[src/rtl/chain_walker_pkg.sv]
package chain_walker_pkg;
  localparam int DATA_W      = 32;
  localparam int NODE_AW     = 24;
  localparam int MEM_AW      = 21;
  localparam int LEN_W       = 8;
  localparam int END_BIT     = 23;
  localparam int WORD_BYTES  = 4;
  localparam int NODE_COST   = 10;
  localparam int PAYLOAD_FIX = 5;

  typedef enum logic [2:0] {
    ST_IDLE, ST_CHECK, ST_HDR_WAIT, ST_PL_REQ,
    ST_PL_WAIT, ST_PL_SEND, ST_LINK, ST_FINISH
  } walkState_t;

  typedef struct packed {
    logic loadStart;
    logic issueHdr;
    logic latchHdr;
    logic issuePl;
    logic latchPl;
    logic popWord;
    logic followLink;
    logic setErr;
  } walkCtrl_t;

  typedef struct packed {
    logic atEnd;
    logic atLimit;
    logic lenZero;
    logic lastWord;
  } walkStat_t;
endpackage

[src/rtl/chain_walker_ctrl.sv]
module chain_walker_ctrl
  import chain_walker_pkg::*;
(
  input  logic      clk,
  input  logic      rstN,
  input  logic      startStrobe,
  input  logic      memRdValid,
  input  logic      cmdReady,
  input  walkStat_t stat,
  output walkCtrl_t ctrl,
  output logic      cmdValid,
  output logic      done
);
  walkState_t state, stateNext;

  always_ff @(posedge clk) begin
    if (!rstN) state <= ST_IDLE;
    else       state <= stateNext;
  end

  always_comb begin
    stateNext = state;
    ctrl      = '0;
    cmdValid  = 1'b0;
    done      = 1'b0;
    unique case (state)
      ST_IDLE: begin
        if (startStrobe) begin
          ctrl.loadStart = 1'b1;
          stateNext      = ST_CHECK;
        end
      end
      ST_CHECK: begin
        if (stat.atEnd) begin
          stateNext = ST_FINISH;
        end else if (stat.atLimit) begin
          ctrl.setErr = 1'b1;
          stateNext   = ST_FINISH;
        end else begin
          ctrl.issueHdr = 1'b1;
          stateNext     = ST_HDR_WAIT;
        end
      end
      ST_HDR_WAIT: begin
        if (memRdValid) begin
          ctrl.latchHdr = 1'b1;
          stateNext     = stat.lenZero ? ST_LINK : ST_PL_REQ;
        end
      end
      ST_PL_REQ: begin
        ctrl.issuePl = 1'b1;
        stateNext    = ST_PL_WAIT;
      end
      ST_PL_WAIT: begin
        if (memRdValid) begin
          ctrl.latchPl = 1'b1;
          stateNext    = ST_PL_SEND;
        end
      end
      ST_PL_SEND: begin
        cmdValid = 1'b1;
        if (cmdReady) begin
          ctrl.popWord = 1'b1;
          stateNext    = stat.lastWord ? ST_LINK : ST_PL_REQ;
        end
      end
      ST_LINK: begin
        ctrl.followLink = 1'b1;
        stateNext       = ST_CHECK;
      end
      ST_FINISH: begin
        done      = 1'b1;
        stateNext = ST_IDLE;
      end
      default: stateNext = ST_IDLE;
    endcase
  end
endmodule

[src/rtl/chain_walker_dp.sv]
module chain_walker_dp
  import chain_walker_pkg::*;
#(
  parameter int NODE_LIMIT = 8192,
  parameter int COST_W     = 32,
  parameter int CNT_W      = 14
) (
  input  logic               clk,
  input  logic               rstN,
  input  walkCtrl_t          ctrl,
  input  logic [DATA_W-1:0]  startAddr,
  input  logic [DATA_W-1:0]  memRdData,
  output walkStat_t          stat,
  output logic [MEM_AW-1:0]  memAddr,
  output logic [DATA_W-1:0]  cmdData,
  output logic [COST_W-1:0]  costCount,
  output logic [CNT_W-1:0]   nodeCount,
  output logic               loopErr
);
  logic [NODE_AW-1:0] curAddr;
  logic [NODE_AW-1:0] nextAddr;
  logic [MEM_AW-1:0]  rdPtr;
  logic [LEN_W-1:0]   remain;
  logic [LEN_W-1:0]   hdrLen;
  logic [COST_W-1:0]  costInc;

  assign hdrLen  = memRdData[DATA_W-1 -: LEN_W];
  assign costInc = COST_W'(NODE_COST) +
                   ((hdrLen != '0) ? (COST_W'(PAYLOAD_FIX) + COST_W'(hdrLen)) : '0);

  assign stat.atEnd    = curAddr[END_BIT];
  assign stat.atLimit  = (nodeCount == CNT_W'(NODE_LIMIT));
  assign stat.lenZero  = (hdrLen == '0);
  assign stat.lastWord = (remain == LEN_W'(1));

  assign memAddr = ctrl.issueHdr ? curAddr[MEM_AW-1:0] : rdPtr;

  always_ff @(posedge clk) begin
    if (!rstN) begin
      curAddr   <= '0;
      nextAddr  <= '0;
      rdPtr     <= '0;
      remain    <= '0;
      cmdData   <= '0;
      costCount <= '0;
      nodeCount <= '0;
      loopErr   <= 1'b0;
    end else begin
      if (ctrl.loadStart) begin
        curAddr   <= startAddr[NODE_AW-1:0];
        costCount <= '0;
        nodeCount <= '0;
        loopErr   <= 1'b0;
      end
      if (ctrl.latchHdr) begin
        nextAddr  <= memRdData[NODE_AW-1:0];
        remain    <= hdrLen;
        rdPtr     <= curAddr[MEM_AW-1:0] + MEM_AW'(WORD_BYTES);
        nodeCount <= nodeCount + CNT_W'(1);
        costCount <= costCount + costInc;
      end
      if (ctrl.latchPl) cmdData <= memRdData;
      if (ctrl.popWord) begin
        rdPtr  <= rdPtr + MEM_AW'(WORD_BYTES);
        remain <= remain - LEN_W'(1);
      end
      if (ctrl.followLink) curAddr <= nextAddr;
      if (ctrl.setErr)     loopErr <= 1'b1;
    end
  end
endmodule

[src/rtl/chain_walker.sv]
module chain_walker
  import chain_walker_pkg::*;
#(
  parameter int NODE_LIMIT = 8192,
  parameter int COST_W     = 32,
  localparam int CNT_W     = $clog2(NODE_LIMIT + 1)
) (
  input  logic              clk,
  input  logic              rstN,
  input  logic              startStrobe,
  input  logic [31:0]       startAddr,
  output logic              memRdEn,
  output logic [20:0]       memAddr,
  input  logic [31:0]       memRdData,
  input  logic              memRdValid,
  output logic              cmdValid,
  output logic [31:0]       cmdData,
  input  logic              cmdReady,
  output logic              done,
  output logic              loopErr,
  output logic [COST_W-1:0] costCount,
  output logic [CNT_W-1:0]  nodeCount
);
  walkCtrl_t ctrl;
  walkStat_t stat;

  chain_walker_ctrl ctrl_i (
    .clk(clk), .rstN(rstN), .startStrobe(startStrobe),
    .memRdValid(memRdValid), .cmdReady(cmdReady), .stat(stat),
    .ctrl(ctrl), .cmdValid(cmdValid), .done(done)
  );

  chain_walker_dp #(.NODE_LIMIT(NODE_LIMIT), .COST_W(COST_W), .CNT_W(CNT_W)) dp_i (
    .clk(clk), .rstN(rstN), .ctrl(ctrl), .startAddr(startAddr),
    .memRdData(memRdData), .stat(stat), .memAddr(memAddr),
    .cmdData(cmdData), .costCount(costCount), .nodeCount(nodeCount),
    .loopErr(loopErr)
  );

  assign memRdEn = ctrl.issueHdr | ctrl.issuePl;
endmodule

[config.mk]
export PLATFORM = sky130hd
export DESIGN_NAME = chain_walker
export DESIGN_NICKNAME = d
export VERILOG_FILES = /design/src/rtl/chain_walker_pkg.sv /design/src/rtl/chain_walker_ctrl.sv /design/src/rtl/chain_walker_dp.sv /design/src/rtl/chain_walker.sv
export SDC_FILE = /design/constraint.sdc
export NUM_CORES = 1
export LEC_CHECK = 0
export BUFFER_PORTS_ARGS = -buffer_cell sky130_fd_sc_hd__buf_2
export CORE_ASPECT_RATIO = 0.8
export CORE_UTILIZATION = 35
export CTS_BUF_LIST = sky130_fd_sc_hd__clkbuf_16
export DETAILED_ROUTE_END_ITERATION = 8
export GPL_ROUTABILITY_DRIVEN = 0
export PLACE_DENSITY = 0.56
export SLEW_MARGIN = 5
export SYNTH_ARGS = -nofsm -noshare
export SYNTH_HDL_FRONTEND = slang
export SYNTH_SLANG_ARGS = --single-unit
[constraint.sdc]
create_clock -name clk -period 3.9 [get_ports clk]
set_clock_uncertainty 0.2 [all_clocks]
set_input_delay 0 -clock clk [delete_from_list [all_inputs] [get_ports clk]]
set_output_delay 0 -clock clk [all_outputs]
set_load 0.01 [all_outputs]
==> impl_metrics.csv, run 1 <==
group,metric,value,unit
outcome,status,"completed",
power_and_ir_drop,powerDensity,448,mW/mm^2
setup_path,worstSetupPathType,"primary input to flop",
global_routing,grt_pass1_wl,41900,um
routing,drt_iter0_markers,645,
placement,pre_cts_ws,0.191,ns
floorplan,io_pins,172,
layout,drive_gt1_share,19.8,%
power_and_ir_drop,ir_worst_vdd,0.281,mV
yosys,syn_area,0.00833,mm^2
floorplan,start_util,35.6,%
routing,postRouteAntennaNets,0,
clocking,cts_buffers,17,
timing,final-setup-viol-count,0,
timing,finalCritPeriodShare,90.6,%
routing,drt_first_pass_iters,8,
floorplan,dieHeight,140,um
clocking,clock_latency,0.43,ns
yosys,synth_cells,1079,
floorplan,row_count,50,
flow_run,cap_violations,0,
routing,routed_via_density,5.42,
global_routing,grt_pass1_vias,7876,
clocking,cts_root_buf,"clkbuf_16",
yosys,synth_nets,1174,
placement,dp_hpwl,17500,um
layout,diodes,0,
power_and_ir_drop,leakage,4.18,nW
routing,route.detailed.wl_per_inst,16.5,um
setup_path,setup.worst_path.end_class,"flop",
timing,holdWs,0.132,ns
timing,layout_min_cycle_time,3.53,ns
clocking,htreeDepth,4,
setup_path,cp-start-kind,"primary input",
global_routing,antenna_found_initial,0,
layout,multi_input_area,0.00481,mm^2
yosys,yosys_warnings,0,
placement,port_buffers,161,
yosys,synthArstFlopShare,0,%
clocking,cts.sinks,155,
routing,wirelength,26000,um
floorplan,fp.coreArea,0.0234,mm^2
timing,tightestPinTransition,1.16,ns
layout,nFillCells,2374,
yosys,synth_cell_type_count,63,
setup_path,worst-path-max-fanout,5,
layout,syn_to_final_growth,26.7,%
yosys,yosysSeqAreaShare,37.2,%
layout,regArea,0.00310,mm^2
timing,worst_slack,0.365,ns
timing,finalHoldViolCount,0,
global_routing,grt_start_max_net_pins,92,
setup_path,worstPathCellList,"dlygate4sd3_1 > buf_2 > inv_1 > ha_1 > nor4b_2 > and2_1 > nor2_1 > ha_1 > ha_1 > fa_1 > a211oi_1 > o21bai_1 > a2111oi_2 > nor3_1 > nand3b_1",
timing,slew_headroom,22.3,%
min_path,hold_class,"primary input to flop",
setup_path,crit_slowest_cell,"dlygate4sd3_1",
timing,setup_tns,0,ns
floorplan,dieArea,0.0244,mm^2
clocking,cts_buffer_depth,2,
routing,remaining_drc_errors,0,
setup_path,crit_required,4.01,ns
yosys,ys_ff_latch,155,
setup_path,worstPathArrival,3.64,ns
setup_path,cpPeakStageDelay,0.53,ns
timing,drv_slew,0,
routing,route.vias.total,8556,
yosys,synth_ff_type,"dfxtp_1",
layout,utilization,45.1,%
clocking,clk_pin_slew,0.06,ns
timing,grt_setup_unrepaired,"no",
layout,nets,1349,
global_routing,overflow,0,
setup_path,crit_top_cell,"ha_1",
yosys,synth_edf_count,0,
clocking,cts_tree,"built",
clocking,cts_setup_buffers,0,
floorplan,die_w,174,um
yosys,synth_area_per_cell,7.72,um^2
global_routing,grt_use_total,21.3,%
timing,fmax,0.283,GHz
[worst paths after layout]
check	startpoint	to	slack [ns]	depth (start not counted)
worst min-delay path	startStrobe	ctrl_i.state[0]	0.13	6
worst min register to register	dp_i.cmdData[3]	dp_i.cmdData[3]	0.25	2
worst max register to register	ctrl_i.state[0]	dp_i.rdPtr[18]	0.63	10
worst max-delay path	memRdData[24]	dp_i.costCount[9]	0.37	15
[layout by cell type, fill, tap and decap left out, types with 5 or more instances in the layout]
cell           count
a211oi_1          12
buf_2            161
a22oi_1            7
mux2i_1            9
or3_1             13
clkbuf_16         17
o22ai_1            7
mux2_2            27
and3_1            12
nor4_1             6
o2111ai_1          6
nor3_1            11
a31oi_1           22
inv_1             27
ha_1              25
a311oi_1          24
a21oi_1          113
nand2_1          221
clkinv_8           6
xor2_1            10
o311ai_0          14
xnor2_1            5
dlygate4sd3_1     58
nand4_1           18
nor2_1            74
dfxtp_1          155
o21ai_0           41
or4_1             19
buf_4             21
nand3_1           38
o211ai_1           9
[stage by stage]
step           power [mW]  cells  instance area, um^2
2_1_floorplan        2.65   1079                 8330
3_3_place_gp         3.03   1489                 9360
3_5_place_dp         3.03   1489                 9360
4_1_cts              4.75   1579                10500
5_1_grt              4.99   1579                10600
6_report             4.72   1579                10600
[cell families after synthesis]
kind of cell | Yosys count | synth area share [%]
AO/OA/AOI/OAI | 285 | 21.7
AND/OR/NAND/NOR | 450 | 25.4
adder cells (fa/ha/maj) | 26 | 4.00
flip-flops | 155 | 37.2
buffers and inverters | 112 | 5.44
multiplexers | 36 | 4.73
XOR/XNOR | 15 | 1.58
[state kept, by name, summed over array words and instances (netlist names)]
register,flops
dp_i.curAddr,22
dp_i.nextAddr,22
dp_i.remain,8
dp_i.costCount,32
ctrl_i.state,3
dp_i.cmdData,32
dp_i.nodeCount,14
dp_i.loopErr,1
dp_i.rdPtr,21
[critical path, delay by kind of cell]
| kind | cells | cell delay (ns) |
|---|---|---|
| simple gates | 5 | 0.88 |
| fa+ha+maj | 4 | 0.99 |
| compound gates | 3 | 1.01 |
| buf+inv | 3 | 0.77 |
[area by class of cell]
type	instances	share of cell area [%]
Clock buffer	17	4.03
Clock inverter	15	1.65
Inverter	28	1.02
Multi-Input combinational cell	812	45.6
Sequential cell	155	29.4
Tap cell	312	3.70
Timing Repair Buffer	240	14.6
[what timing repair did]
| action | in CTS | in global routing |
|---|---|---|
| endpoints found under the hold margin | 102 | 0 |
| endpoints found under the setup margin | 0 | 2 |
| hold buffers | 58 | 0 |
| resized for setup | 0 | 5 |
[where the power goes]
group          switching (mW)  internal [mW]
Sequential              0.183           1.72
Clock                   0.800          0.859
Combinational           0.693          0.470
[per-layer routing]
layer	vias to the layer above	wire length (um)	track usage [%]
met2	254	10700	30.9
met1	4029	13700	32.0
met5	-	0	0
li1	4255	-	-
met4	0	240	5.08
met3	18	1410	3.91
[synthesized netlist by cell type, types with 5 or more instances]
cell / count / area [um^2]
o21ai_0: 41 / 205
a311oi_1: 24 / 210
or4_1: 19 / 143
inv_1: 28 / 105
xor2_1: 10 / 87.6
nand4_1: 18 / 113
nor4b_1: 5 / 43.8
o2111ai_1: 6 / 52.6
and3_1: 12 / 75.1
nor3_1: 11 / 55.1
or3_1: 13 / 81.3
nor2_1: 74 / 278
buf_2: 8 / 40.0
ha_1: 25 / 313
dfxtp_1: 155 / 3100
a31oi_1: 22 / 138
xnor2_1: 5 / 43.8
nor4_1: 6 / 37.5
nand2_1: 221 / 830
mux2i_1: 9 / 90.1
buf_1: 5 / 18.8
a21oi_1: 113 / 566
nand3_1: 38 / 190
o311ai_0: 14 / 123
clkbuf_1: 68 / 255
a22oi_1: 7 / 52.6
mux2_2: 27 / 304
o211ai_1: 9 / 67.6
a211oi_1: 12 / 90.1
o22ai_1: 7 / 43.8
(Power assumes the default switching activity.)
==> inputs of run 2 (changes only) <==
--- a/config.mk
+++ b/config.mk
@@ -5,13 +5,15 @@
 export SDC_FILE = /design/constraint.sdc
 export NUM_CORES = 1
 export LEC_CHECK = 0
+export ABC_AREA = 1
 export BUFFER_PORTS_ARGS = -buffer_cell sky130_fd_sc_hd__buf_2
 export CORE_ASPECT_RATIO = 0.8
 export CORE_UTILIZATION = 35
 export CTS_BUF_LIST = sky130_fd_sc_hd__clkbuf_16
 export DETAILED_ROUTE_END_ITERATION = 8
 export GPL_ROUTABILITY_DRIVEN = 0
-export PLACE_DENSITY = 0.56
+export HOLD_SLACK_MARGIN = 0.12
+export PLACE_DENSITY = 0.58
 export SLEW_MARGIN = 5
 export SYNTH_ARGS = -nofsm -noshare
 export SYNTH_HDL_FRONTEND = slang
==> constraint.sdc (replaced) <==
create_clock -name clk -period 2.9 [get_ports clk]
set_clock_uncertainty 0.2 [all_clocks]
set_input_delay 0 -clock clk [delete_from_list [all_inputs] [get_ports clk]]
set_output_delay 0 -clock clk [all_outputs]
set_load 0.01 [all_outputs]
==> run 2 against run 1 <==
Effect of this change:
- final area rose by 8.2%
- sequential power grew 38%
- synthesized cell count grew 18%
- via count up 8.0%
- total power increased by 58%
- register-to-register slack lost 0.40 ns
- first-iteration DRC count grew 2.2%
- clock power is 39% higher
- die area is 3.3% higher
- combinational power rose by 120%
==> impl_metrics.csv, run 2 <==
group,metric,value,unit
power_and_ir_drop,intPower,4.55,mW
yosys,synth_nets,1364,
global_routing,grt_start_max_net_pins,47,
layout,final_common_cell,"nand2_1",
routing,routed_via_density,5.00,
timing,layout_min_cycle_time,2.68,ns
timing,final-setup-viol-count,0,
timing,grt_setup_unrepaired,"no",
timing,holdWs,0.212,ns
routing,postRouteAntennaNets,0,
placement,dp_hpwl,19600,um
setup_path,worstPathArrival,2.80,ns
routing,drt_iter0_markers,659,
layout,drive_gt1_share,19.3,%
yosys,synth_top_area_share,36.0,%
placement,pre_cts_ws,-0.100,ns
floorplan,row_count,50,
yosys,yosysMostFrequentCell,"nand2_1",
clocking,cts_root_buf,"clkbuf_16",
setup_path,worst-path-max-fanout,5,
floorplan,io_pins,172,
power_and_ir_drop,pwr-share-clk,30.7,%
yosys,synth_ff_type,"dfxtp_1",
layout,nFillCells,2433,
yosys,synth_cells,1269,
outcome,status,"completed",
routing,remaining_drc_errors,0,
yosys,ys_ff_latch,155,
routing,wirelength,27700,um
clocking,cts_buffer_depth,2,
clocking,cts_buffers,17,
layout,regArea,0.00310,mm^2
floorplan,dieHeight,142,um
layout,final_cell_mix,"274 x nand2_1, 161 x buf_2, 155 x dfxtp_1",
power_and_ir_drop,power_frac_seq,35.2,%
placement,port_buffers,161,
timing,finalCritPeriodShare,92.4,%
timing,drv_slew,0,
clocking,cts.sinks,155,
global_routing,grt_use_total,22.1,%
power_and_ir_drop,power.switching,2.92,mW
setup_path,cp-start-kind,"primary input",
layout,multi_input_area,0.00459,mm^2
power_and_ir_drop,powerDensity,655,mW/mm^2
setup_path,crit_required,3.02,ns
layout,finalNonFillerCells,1848,
setup_path,setup.worst_path.end_class,"flop",
clocking,clk_pin_slew,0.08,ns
layout,utilization,48.0,%
yosys,synth_cell_type_count,45,
global_routing,antenna_found_initial,1,
min_path,hold_class,"primary input to flop",
floorplan,die_w,177,um
yosys,synth_edf_count,0,
floorplan,dieArea,0.0252,mm^2
yosys,synthArstFlopShare,0,%
routing,route.vias.total,9237,
routing,route.detailed.wl_per_inst,15.0,um
power_and_ir_drop,leakage,4.85,nW
power_and_ir_drop,ir_worst_vdd,0.397,mV
timing,fmax,0.373,GHz
clocking,cts_tree,"built",
placement,dp_cells,1722,
power_and_ir_drop,comb_power_share,34.1,%
floorplan,fp.coreArea,0.0238,mm^2
power_and_ir_drop,p_sw_share,39.1,%
yosys,synth_commonest_cells,"275 x nand2_1, 155 x dfxtp_1, 155 x inv_1",
yosys,yosysTopAreaCell,"dfxtp_1",
routing,drt_first_pass_iters,7,
flow_run,cap_violations,0,
yosys,synth_area_per_cell,6.79,um^2
yosys,yosys_warnings,0,
timing,finalHoldViolCount,0,
layout,reg_top3,"dp_i.cmdData: 32 flops, dp_i.costCount: 32 flops",
layout,syn_to_final_growth,32.6,%
timing,tightestPinTransition,0.631,ns
yosys,syn_area,0.00861,mm^2
yosys,yosys-top-cells-area,"dfxtp_1 36%, nand2_1 12%, inv_1 6.8%, a21oi_1 6.3%, nand3_1 6.3%",
clocking,clock_latency,0.43,ns
global_routing,grt_pass1_vias,8402,
global_routing,overflow,0,
floorplan,start_util,36.2,%
clocking,htreeDepth,4,
setup_path,worstSetupPathType,"primary input to flop",
timing,worst_slack,0.221,ns
timing,slew_headroom,57.9,%
global_routing,grt_pass1_wl,44400,um
layout,nets,1617,
yosys,yosysSeqAreaShare,36.0,%
-- run 2: repair_timing --
| action | CTS | global route |
|---|---|---|
| setup endpoints to repair | 0 | 11 |
| buffers inserted | 0 | 2 |
| hold endpoints to repair | 144 | 0 |
| hold buffers | 90 | 0 |
| gates resized for setup | 0 | 8 |
-- run 2: power by group through the flow --
stage | clock network (mW) | registers (mW) | logic (mW)
2_1_floorplan | 0 | 2.63 | 1.61
3_3_place_gp | 0 | 2.67 | 2.34
3_5_place_dp | 0 | 2.68 | 2.36
4_1_cts | 2.35 | 2.63 | 2.49
5_1_grt | 2.44 | 2.67 | 2.85
6_report | 2.30 | 2.63 | 2.55
-- run 2: final cells by class --
class	count	area share, %
Clock inverter	15	1.68
Timing Repair Buffer	297	18.3
Sequential cell	155	27.2
Timing Repair inverter	1	0.0438
Tap cell	312	3.42
Multi-Input combinational cell	887	40.2
Inverter	163	5.41
Clock buffer	17	3.73
Antenna cell	1	0.0219
-- run 2: logic make-up (layout without fill, tap and decap cells) --
logic type / count (synthesis) / after routing / synth area share [%]
simple gates: 558 / 558 / 28.9
flops: 155 / 155 / 36.0
compound gates: 293 / 293 / 19.3
fa+ha+maj: 26 / 26 / 3.87
buf+inv: 227 / 493 / 10.9
xor+xnor: 10 / 10 / 1.02
other cells: 0 / 1 / 0
-- run 2: worst paths after layout --
check / slack [ns] / cells past startpoint / from / endpoint
max: 0.22 / 17 / memRdData[27] / dp_i.costCount[28]
max reg2reg: 0.23 / 9 / ctrl_i.state[0] / dp_i.curAddr[10]
min: 0.21 / 4 / memRdData[16] / dp_i.nextAddr[16]
min reg2reg: 0.26 / 2 / dp_i.nextAddr[8] / dp_i.nextAddr[8]
-- run 2: stage by stage --
step / TNS, ns / power (mW) / instance area, um^2
CTS: 0 / 7.47 / 11400
detailed placement: -0.526 / 5.03 / 9850
global placement: -0.0647 / 5.01 / 9850
finish: 0 / 7.48 / 11400
floorplan: 0 / 4.24 / 8610
global route: 0 / 7.96 / 11400
-- run 2: critical path, cell delays in order --
cell and delay, ns:
buf_2 0.09, dlygate4sd3_1 0.54, buf_4 0.13, nand3_1 0.13, nor2_1 0.14, xor2_1 0.15
ha_1 0.25, ha_1 0.35, nand2_1 0.10, nor2_1 0.15, nand3_1 0.10, nand3_1 0.13
nand2_1 0.12, nor2_1 0.11, nand2_1 0.07, o21ai_0 0.17, nor2_1 0.05
-- run 2: metal layers --
layer | routed length [um] | global-route usage [%]
met4 | 206 | 4.86
met2 | 11400 | 31.4
met1 | 14300 | 33.8
met3 | 1800 | 4.51
met5 | 0 | 0
